<file path="config.mk">
export PLATFORM = sky130hd
export DESIGN_NAME = tmo_irq_ctrl
export DESIGN_NICKNAME = d
export VERILOG_FILES = /design/src/rtl/tmo_irq_pkg.sv /design/src/rtl/tmo_evt_counter.sv /design/src/rtl/bo_edge_sync.sv /design/src/rtl/irq_status_bank.sv /design/src/rtl/tmo_irq_ctrl.sv
export SDC_FILE = /design/constraint.sdc
export NUM_CORES = 1
export LEC_CHECK = 0
export ABC_AREA = 1
export BUFFER_PORTS_ARGS = -buffer_cell sky130_fd_sc_hd__buf_2
export CORE_ASPECT_RATIO = 0.8
export CORE_MARGIN = 3
export CORE_UTILIZATION = 58
export DETAILED_ROUTE_END_ITERATION = 8
export HOLD_SLACK_MARGIN = 0.12
export PLACE_DENSITY_LB_ADDON = 0.08
export SLEW_MARGIN = 30
export SYNTH_ARGS = -nofsm -noshare
export SYNTH_HDL_FRONTEND = slang
export SYNTH_SLANG_ARGS = --single-unit
</file>
<file path="constraint.sdc">
create_clock -name clk -period 2.1 [get_ports clk]
set_input_delay 0.315 -clock clk [delete_from_list [all_inputs] [get_ports clk]]
set_output_delay 0.315 -clock clk [all_outputs]
set_load 0.05 [all_outputs]
</file>
<file path="src/rtl/tmo_irq_pkg.sv">
package tmo_irq_pkg;
   localparam int unsigned DEF_OUTS        = 4;
   localparam int unsigned DEF_CNT_W       = 4;
   localparam int unsigned DEF_SYNC_STAGES = 2;

   // Edge that marks a new battery-low event on the synchronized level
   typedef enum logic { EDGE_FALL = 1'b0, EDGE_RISE = 1'b1 } edge_sel_e;
endpackage

</file>
<file path="src/rtl/tmo_evt_counter.sv">
module tmo_evt_counter #(
   parameter int unsigned CNT_W = tmo_irq_pkg::DEF_CNT_W
) (
   input  logic             clk,
   input  logic             rst_n,
   input  logic             tmo_i,
   input  logic             clean_i,
   input  logic [CNT_W-1:0] trig_i,
   input  logic [CNT_W-1:0] rst_i,
   output logic             set_o
);
   localparam logic [CNT_W-1:0] CNT_MAX = {CNT_W{1'b1}};

   if (CNT_W < 2) begin : g_bad_width
      $error("tmo_evt_counter: CNT_W must be at least 2");
   end

   logic [CNT_W-1:0] cnt_q, run_q;
   logic [CNT_W-1:0] cnt_inc, trig_eff;
   logic [CNT_W:0]   run_inc;
   logic             run_done;

   always_comb begin
      cnt_inc  = (cnt_q == CNT_MAX) ? cnt_q : cnt_q + CNT_W'(1);
      trig_eff = (trig_i == '0) ? CNT_W'(1) : trig_i;
      run_inc  = {1'b0, run_q} + (CNT_W+1)'(1);
      run_done = (run_inc >= {1'b0, rst_i});
      set_o    = tmo_i && (cnt_inc >= trig_eff);
   end

   always_ff @(posedge clk or negedge rst_n) begin
      if (!rst_n) begin
         cnt_q <= '0;
         run_q <= '0;
      end else if (tmo_i) begin
         cnt_q <= cnt_inc;
         run_q <= '0;
      end else if (clean_i) begin
         if (run_done) begin
            cnt_q <= '0;
            run_q <= '0;
         end else begin
            run_q <= run_inc[CNT_W-1:0];
         end
      end
   end
endmodule

</file>
<file path="src/rtl/bo_edge_sync.sv">
module bo_edge_sync #(
   parameter int unsigned          STAGES = tmo_irq_pkg::DEF_SYNC_STAGES,
   parameter tmo_irq_pkg::edge_sel_e EDGE = tmo_irq_pkg::EDGE_RISE
) (
   input  logic clk,
   input  logic rst_n,
   input  logic async_i,
   output logic evt_o
);
   if (STAGES < 2) begin : g_bad_stages
      $error("bo_edge_sync: STAGES must be at least 2");
   end

   logic [STAGES-1:0] sync_q;
   logic              prev_q;

   always_ff @(posedge clk or negedge rst_n) begin
      if (!rst_n) begin
         sync_q <= '0;
         prev_q <= 1'b0;
      end else begin
         sync_q <= {sync_q[STAGES-2:0], async_i};
         prev_q <= sync_q[STAGES-1];
      end
   end

   if (EDGE == tmo_irq_pkg::EDGE_RISE) begin : g_rise
      assign evt_o = sync_q[STAGES-1] & ~prev_q;
   end else begin : g_fall
      assign evt_o = ~sync_q[STAGES-1] & prev_q;
   end
endmodule

</file>
<file path="src/rtl/irq_status_bank.sv">
module irq_status_bank #(
   parameter int unsigned NSRC = tmo_irq_pkg::DEF_OUTS + 1
) (
   input  logic            clk,
   input  logic            rst_n,
   input  logic [NSRC-1:0] set_i,
   input  logic            clr_we_i,
   input  logic [NSRC-1:0] clr_data_i,
   input  logic            mask_we_i,
   input  logic [NSRC-1:0] mask_data_i,
   output logic [NSRC-1:0] status_o,
   output logic [NSRC-1:0] mask_o,
   output logic            irq_o
);
   if (NSRC < 1) begin : g_bad_nsrc
      $error("irq_status_bank: NSRC must be at least 1");
   end

   logic [NSRC-1:0] clr_vec;
   assign clr_vec = clr_we_i ? clr_data_i : '0;

   for (genvar b = 0; b < NSRC; b++) begin : g_bit
      always_ff @(posedge clk or negedge rst_n) begin
         if (!rst_n)              status_o[b] <= 1'b0;
         else if (set_i[b])       status_o[b] <= 1'b1;
         else if (clr_vec[b])     status_o[b] <= 1'b0;
      end
   end

   always_ff @(posedge clk or negedge rst_n) begin
      if (!rst_n)         mask_o <= '0;
      else if (mask_we_i) mask_o <= mask_data_i;
   end

   assign irq_o = |(status_o & ~mask_o);
endmodule

</file>
<file path="src/rtl/tmo_irq_ctrl.sv">
module tmo_irq_ctrl #(
   parameter int unsigned N_OUT       = tmo_irq_pkg::DEF_OUTS,
   parameter int unsigned CNT_W       = tmo_irq_pkg::DEF_CNT_W,
   parameter int unsigned SYNC_STAGES = tmo_irq_pkg::DEF_SYNC_STAGES
) (
   input  logic             clk,
   input  logic             rst_n,
   input  logic [N_OUT-1:0] tmo_evt_i,
   input  logic [N_OUT-1:0] clean_evt_i,
   input  logic             vbat_low_i,
   input  logic [CNT_W-1:0] trig_cfg_i,
   input  logic [CNT_W-1:0] reset_cfg_i,
   input  logic             clr_we_i,
   input  logic [N_OUT:0]   clr_data_i,
   input  logic             mask_we_i,
   input  logic [N_OUT:0]   mask_data_i,
   output logic [N_OUT:0]   status_o,
   output logic [N_OUT:0]   mask_o,
   output logic             irq_o
);
   localparam int unsigned NSRC   = N_OUT + 1;
   localparam int unsigned BO_BIT = N_OUT;

   if (N_OUT < 1 || N_OUT > 16) begin : g_bad_outs
      $error("tmo_irq_ctrl: N_OUT out of range 1..16");
   end

   logic [NSRC-1:0] set_req;
   logic            bo_rise;

   for (genvar o = 0; o < N_OUT; o++) begin : g_out
      tmo_evt_counter #(.CNT_W(CNT_W)) cnt_i (
         .clk     (clk),
         .rst_n   (rst_n),
         .tmo_i   (tmo_evt_i[o]),
         .clean_i (clean_evt_i[o]),
         .trig_i  (trig_cfg_i),
         .rst_i   (reset_cfg_i),
         .set_o   (set_req[o])
      );
   end

   bo_edge_sync #(
      .STAGES (SYNC_STAGES),
      .EDGE   (tmo_irq_pkg::EDGE_RISE)
   ) bo_i (
      .clk     (clk),
      .rst_n   (rst_n),
      .async_i (vbat_low_i),
      .evt_o   (bo_rise)
   );

   assign set_req[BO_BIT] = bo_rise;

   irq_status_bank #(.NSRC(NSRC)) bank_i (
      .clk         (clk),
      .rst_n       (rst_n),
      .set_i       (set_req),
      .clr_we_i    (clr_we_i),
      .clr_data_i  (clr_data_i),
      .mask_we_i   (mask_we_i),
      .mask_data_i (mask_data_i),
      .status_o    (status_o),
      .mask_o      (mask_o),
      .irq_o       (irq_o)
   );
endmodule

</file>
# After elaboration in Yosys (flattened, before gate mapping)
# Index checks and enable logic that the tools add are counted.
word_totals:
  regBits: 45
  inputBits: 31
  out_inout_bits: 11
op_classes:
  n_addsub: 8
  order_cmp: 8
  n_eq_ne: 4
  mux: 40
  bitwise: 4
  n_reduce_logical: 23
ops:
  columns: ["cell", "count"]
  rows:
  - ["$mux 4", 29]
  - ["$reduce_bool 2->1", 13]
  - ["$add 4x1->5 const B", 4]
  - ["$ge 5x4->1", 4]
  - ["$add 4x1->4 const B", 4]
  - ["$eq 4x4->1 const B", 4]
  - ["$ge 4x4->1", 4]
  - ["$mux 1", 10]
  - ["$reduce_and 2->1", 4]
  - ["$and 5x5->5", 1]
  - ["$mux 5", 1]
  - ["$not 5->5", 1]
  - ["$reduce_or 5->1", 1]
  - ["$logic_and 1x1->1", 4]
  - ["$logic_not 4->1", 1]
  - ["$and 1x1->1", 1]
  - ["$not 1->1", 1]

# Longest topological paths before layout
logic_depth:
  word_depth: 5
  mapped_depth: 12

# Hierarchy
# Synthesis repeated with hierarchy kept, for this count alone.
unflattened:
  hier_cells: 432
  hier_area_um2: 3173.0
by_module_without_submodules:
  columns: ["module", "n_inst", "cells_per_inst", "area_per_inst_um2"]
  rows:
  - ["tmo_evt_counter", 4, 95, 668.1]
  - ["irq_status_bank", 1, 47, 415.4]
  - ["bo_edge_sync", 1, 5, 85.1]

# Least setup slack after synthesis
# OpenSTA, ideal clock, no wires.
synth_timing:
  path_type: "reg2reg"
  start: "register g_out[1].cnt_i.cnt_q[0]"
  end: "register bank_i.status_o[1]"
  setup_time_ps: 121
  t_arrival_ps: 1596
  t_required_ps: 1979
  path_slack_ps: 383
  path_stages_with_launch: 11
  n_path_buf: 0
  period_less_slack_ps: 1717
  cell_sequence: "dfrtp_1 ha_1 nand2_2 nor2_2 inv_2 or2_4 nand2_1 ha_1 nand4_1 nand3_1 a22o_1"
synth_via:
  elab_chain_len: 5
synth_lines:
  columns: ["item", "line_no", "source"]
  rows:
  - ["start, declared", "tmo_evt_counter.sv:18", "logic [CNT_W-1:0] cnt_q, run_q;"]
  - ["start signal, assigned", "tmo_evt_counter.sv:36", "cnt_q <= cnt_inc;"]
  - ["$add 4x1->4 or $eq 4x4->1 (tied branches)", "tmo_evt_counter.sv:24", "cnt_inc = (cnt_q == CNT_MAX) ? cnt_q : cnt_q + CNT_W'(1);"]
  - ["$mux 4 (*)", "tmo_evt_counter.sv:24", null]
  - ["$ge 4x4->1 (*)", "tmo_evt_counter.sv:28", "set_o = tmo_i && (cnt_inc >= trig_eff);"]
  - ["$logic_and 1x1->1 (*)", "tmo_evt_counter.sv:28", null]
  - ["$mux 1 or $reduce_bool 2->1 (tied branches)", null, null]
  - ["end signal, assigned by index", "irq_status_bank.sv:24", "if (!rst_n) status_o[b] <= 1'b0;"]
  - ["end signal, assigned by index", "irq_status_bank.sv:25", "else if (set_i[b]) status_o[b] <= 1'b1;"]
  - ["end signal, assigned by index", "irq_status_bank.sv:26", "else if (clr_vec[b]) status_o[b] <= 1'b0;"]
  - ["end, declared", "irq_status_bank.sv:11", "output logic [NSRC-1:0] status_o,"]
# Every way passes the cells marked *; elsewhere a longest branch is shown, timed or not.
# A chain may end at the register's enable or synchronous reset.

# Worst setup path in the final report
layout_timing:
  start: "register g_out[2].cnt_i.cnt_q[1]"
  end: "register bank_i.status_o[2]"
layout_via:
  elab_chain_len: 5
layout_lines:
  columns: ["item", "line_no"]
  rows:
  - ["start, declared", "tmo_evt_counter.sv:18"]
  - ["start signal, assigned", "tmo_evt_counter.sv:36"]
  - ["$add 4x1->4 or $eq 4x4->1 (tied branches)", "tmo_evt_counter.sv:24"]
  - ["$mux 4 (*)", "tmo_evt_counter.sv:24"]
  - ["$ge 4x4->1 (*)", "tmo_evt_counter.sv:28"]
  - ["$logic_and 1x1->1 (*)", "tmo_evt_counter.sv:28"]
  - ["$mux 1 or $reduce_bool 2->1 (tied branches)", null]
# Marked as above.

==> flow_summary.yaml <==
placed_design:
  dpl.hpwl_mm: 4.901
  io_buffer_count: 41
  dp_slack_ns: 0.2298
  dp_cells: 495
  gp_congestion: 0.8254
drt:
  vias: 2625
  final_antenna_net_count: 0
  drt-initial-drc-count: 162
  drc_errors: 0
  drt_first_pass_iters: 4
  post_drt_via_cell_ratio: 5.188
  wl_per_cell_um: 12.20
  routed_wl_mm: 6.174
setup_path:
  crit_required_ns: 2.29
  cp_common_cell: "ha_1"
  critPathCaptureType: "register"
  worstSetupStartpointType: "register"
  slowest_delay_ns: 0.41
  cpLargestDelayFamily: "simple AND/OR/NAND/NOR gates"
  worstPathArrival_ns: 2.08
  crit_fanout: 4
  path_class: "reg -> reg"
  crit_slowest_cell: "dfrtp_1"
  worstPathCellList: "ha_1, nand2_2, nor2_2, inv_2, or2_4, nand2_1, ha_1, nand4_1, nand3_1, a22o_1"
  crit_buf_inv: 1
sta:
  tns_ns: 0
  clock_skew_ns: 0.008623
  fmax_mhz: 528.8
  hold_viol: 0
  max-slew-margin-rel: 0.6305
  rsz0062_at_grt: "no"
  drv_slew: 0
  setup_viol: 0
  hold_slack_ns: 0.2277
  tightest_slew_ns: 0.5542
  finalCritPeriodShare: 0.9005
  fin_crit_ns: 1.891
  fin_ws_ns: 0.2090
outcome:
  outcome: "finished clean"
synthesis:
  ys_seq_elements: 45
  synth.avg_cell_area_um2: 7.764
  syn_area_mm2: 0.003059
  yosysWarnings: 0
  synth_cell_type_count: 23
  synth_nets: 465
  syn_inst: 394
  ys_seq_area_frac: 0.3681
global_route:
  grt_use_met1: 0.2922
  grt-ovfl-total: 0
  grt.busiest_layer: "met2"
  grt_util_met3: 0.04075
  use_met2: 0.3580
  grt_pass1_wl_mm: 10.78
  grt_pass1_vias: 2462
  grt_max_degree: 24
  track_usage: 0.2173
  antenna_found_initial: 0
clocking:
  root_buffer: "clkbuf_8"
  cts_tree: "done"
  insertion_delay_ns: 0.29
  cts_num_sinks: 45
  htree_num_levels: 2
  cts_buffer_depth: 2
  numCtsBuffers: 5
  path_clk_slew_ns: 0.09
hold_path:
  hp-class: "in -> reg"
final_layout:
  final_nets: 516
  multiInputGateArea_mm2: 0.001734
  fin_cells: 506
  drive_gt1_frac: 0.1906
  final_cell_mix: "nand2_1, inv_1, dfrtp_1"
  n_antenna_cell: 0
  regArea_mm2: 0.001126
  n_fill_cell: 384
  final_common_cell: "nand2_1"
  area_growth_pct: 14.40
power:
  power_uw: 4026
  peakVddDrop_v: 0.0009021
  leakagePower_uw: 0.001952
  power.density_mw_per_mm2: 1151
floorplanning:
  die-area_mm2: 0.006187
  chipWidth_um: 87.20
  die_h_um: 70.96
  rows: 22
  core_area_mm2: 0.004845
  start_util: 0.6315
  io_pins: 42
flow_run:
  maxCapViolCount: 0
[timing repair]
item,in CTS,in global routing
setup endpoints to repair,0,1
buffers inserted,0,1
hold buffers,1,1
resized for setup,0,0
hold endpoints to repair,22,1
[power breakdown]
group / leakage [µW] / internal [µW] / switching, µW
Combinational: 0.00133 / 780 / 1210
Sequential: 0.000564 / 1120 / 250
Clock: 0.0000585 / 388 / 283
[per-layer routing]
| layer | share of wire | vias to the layer above |
|---|---|---|
| met5 | 0 | - |
| met4 | 0.011 | 0 |
| met3 | 0.047 | 7 |
| met2 | 0.47 | 48 |
| met1 | 0.47 | 1199 |
| li1 | - | 1371 |
[registers in the layout (all words and copies together), names as in the netlist]
register,flops
bank_i.mask_o,5
bo_i.sync_q,2
bank_i.status_o,5
g_out.cnt_i.run_q,16
g_out.cnt_i.cnt_q,16
bo_i.prev_q,1
[logic make-up after synthesis]
| logic type | Yosys count | synth area share |
|---|---|---|
| AO/OA/AOI/OAI | 44 | 0.08425 |
| XOR/XNOR | 8 | 0.02290 |
| adder cells (fa/ha/maj) | 40 | 0.1636 |
| buffers and inverters | 53 | 0.06503 |
| flip-flops | 45 | 0.3681 |
| AND/OR/NAND/NOR | 204 | 0.2961 |
[stage by stage]
| step | instance area [µm²] | utilization |
|---|---|---|
| after floorplan | 3059 | - |
| after global placement | 3356 | 0.6927 |
| after detailed placement | 3356 | 0.6927 |
| after CTS | 3482 | 0.7188 |
| after global routing | 3500 | 0.7224 |
| final | 3500 | 0.7224 |
[worst register-to-register path, delay by kind of cell, from the launching register on]
family                   cells  cell delay, ns
adder cells (fa/ha/maj)      2            0.45
AO/OA/AOI/OAI                1            0.18
flip-flops                   1            0.41
buffers and inverters        1            0.06
AND/OR/NAND/NOR              6            0.68
[worst paths after layout]
path / end / from / slack [ns] / cells past startpoint
min in group asynchronous: g_out[0].cnt_i.cnt_q[0] / rst_n / 0.56 / 2
hold reg to reg: bo_i.sync_q[1] / bo_i.sync_q[0] / 0.36 / 0
setup reg to reg: bank_i.status_o[2] / g_out[2].cnt_i.cnt_q[1] / 0.21 / 10
setup / recovery: bank_i.status_o[2] / g_out[2].cnt_i.cnt_q[1] / 0.21 / 10
max in group asynchronous: bo_i.sync_q[1] / rst_n / 1.02 / 3
hold / removal: bank_i.mask_o[4] / mask_data_i[4] / 0.23 / 3
[area by class of cell]
| class | instances | area share |
|---|---|---|
| Timing Repair Buffer | 45 | 0.07222 |
| Multi-Input combinational cell | 296 | 0.4955 |
| Clock inverter | 1 | 0.008581 |
| Clock buffer | 7 | 0.02467 |
| Sequential cell | 45 | 0.3218 |
| Tap cell | 60 | 0.02145 |
| Inverter | 52 | 0.05577 |
[synthesized netlist by cell type]
| cell type | n | area share |
|---|---|---|
| nand2_1 | 136 | 0.17 |
| inv_1 | 46 | 0.056 |
| dfrtp_1 | 45 | 0.37 |
| ha_1 | 40 | 0.16 |
| nand3_1 | 20 | 0.033 |
| o21ai_0 | 13 | 0.021 |
| o21ai_1 | 13 | 0.021 |
| nand2_2 | 12 | 0.025 |
| nor2_1 | 12 | 0.015 |
| nor2_2 | 8 | 0.016 |
| xor2_1 | 8 | 0.023 |
| inv_2 | 6 | 0.0074 |
| a21oi_1 | 4 | 0.0065 |
| a22o_1 | 4 | 0.011 |
| nand3_2 | 4 | 0.013 |
| nand4_1 | 4 | 0.0082 |
| o21bai_1 | 4 | 0.0098 |
| o22ai_1 | 4 | 0.0082 |
| or2_0 | 4 | 0.0082 |
| or2_4 | 4 | 0.011 |
| a221oi_1 | 1 | 0.0029 |
| a31o_2 | 1 | 0.0029 |
| clkbuf_1 | 1 | 0.0012 |
No activity file was read; power rests on OpenSTA's default activity.
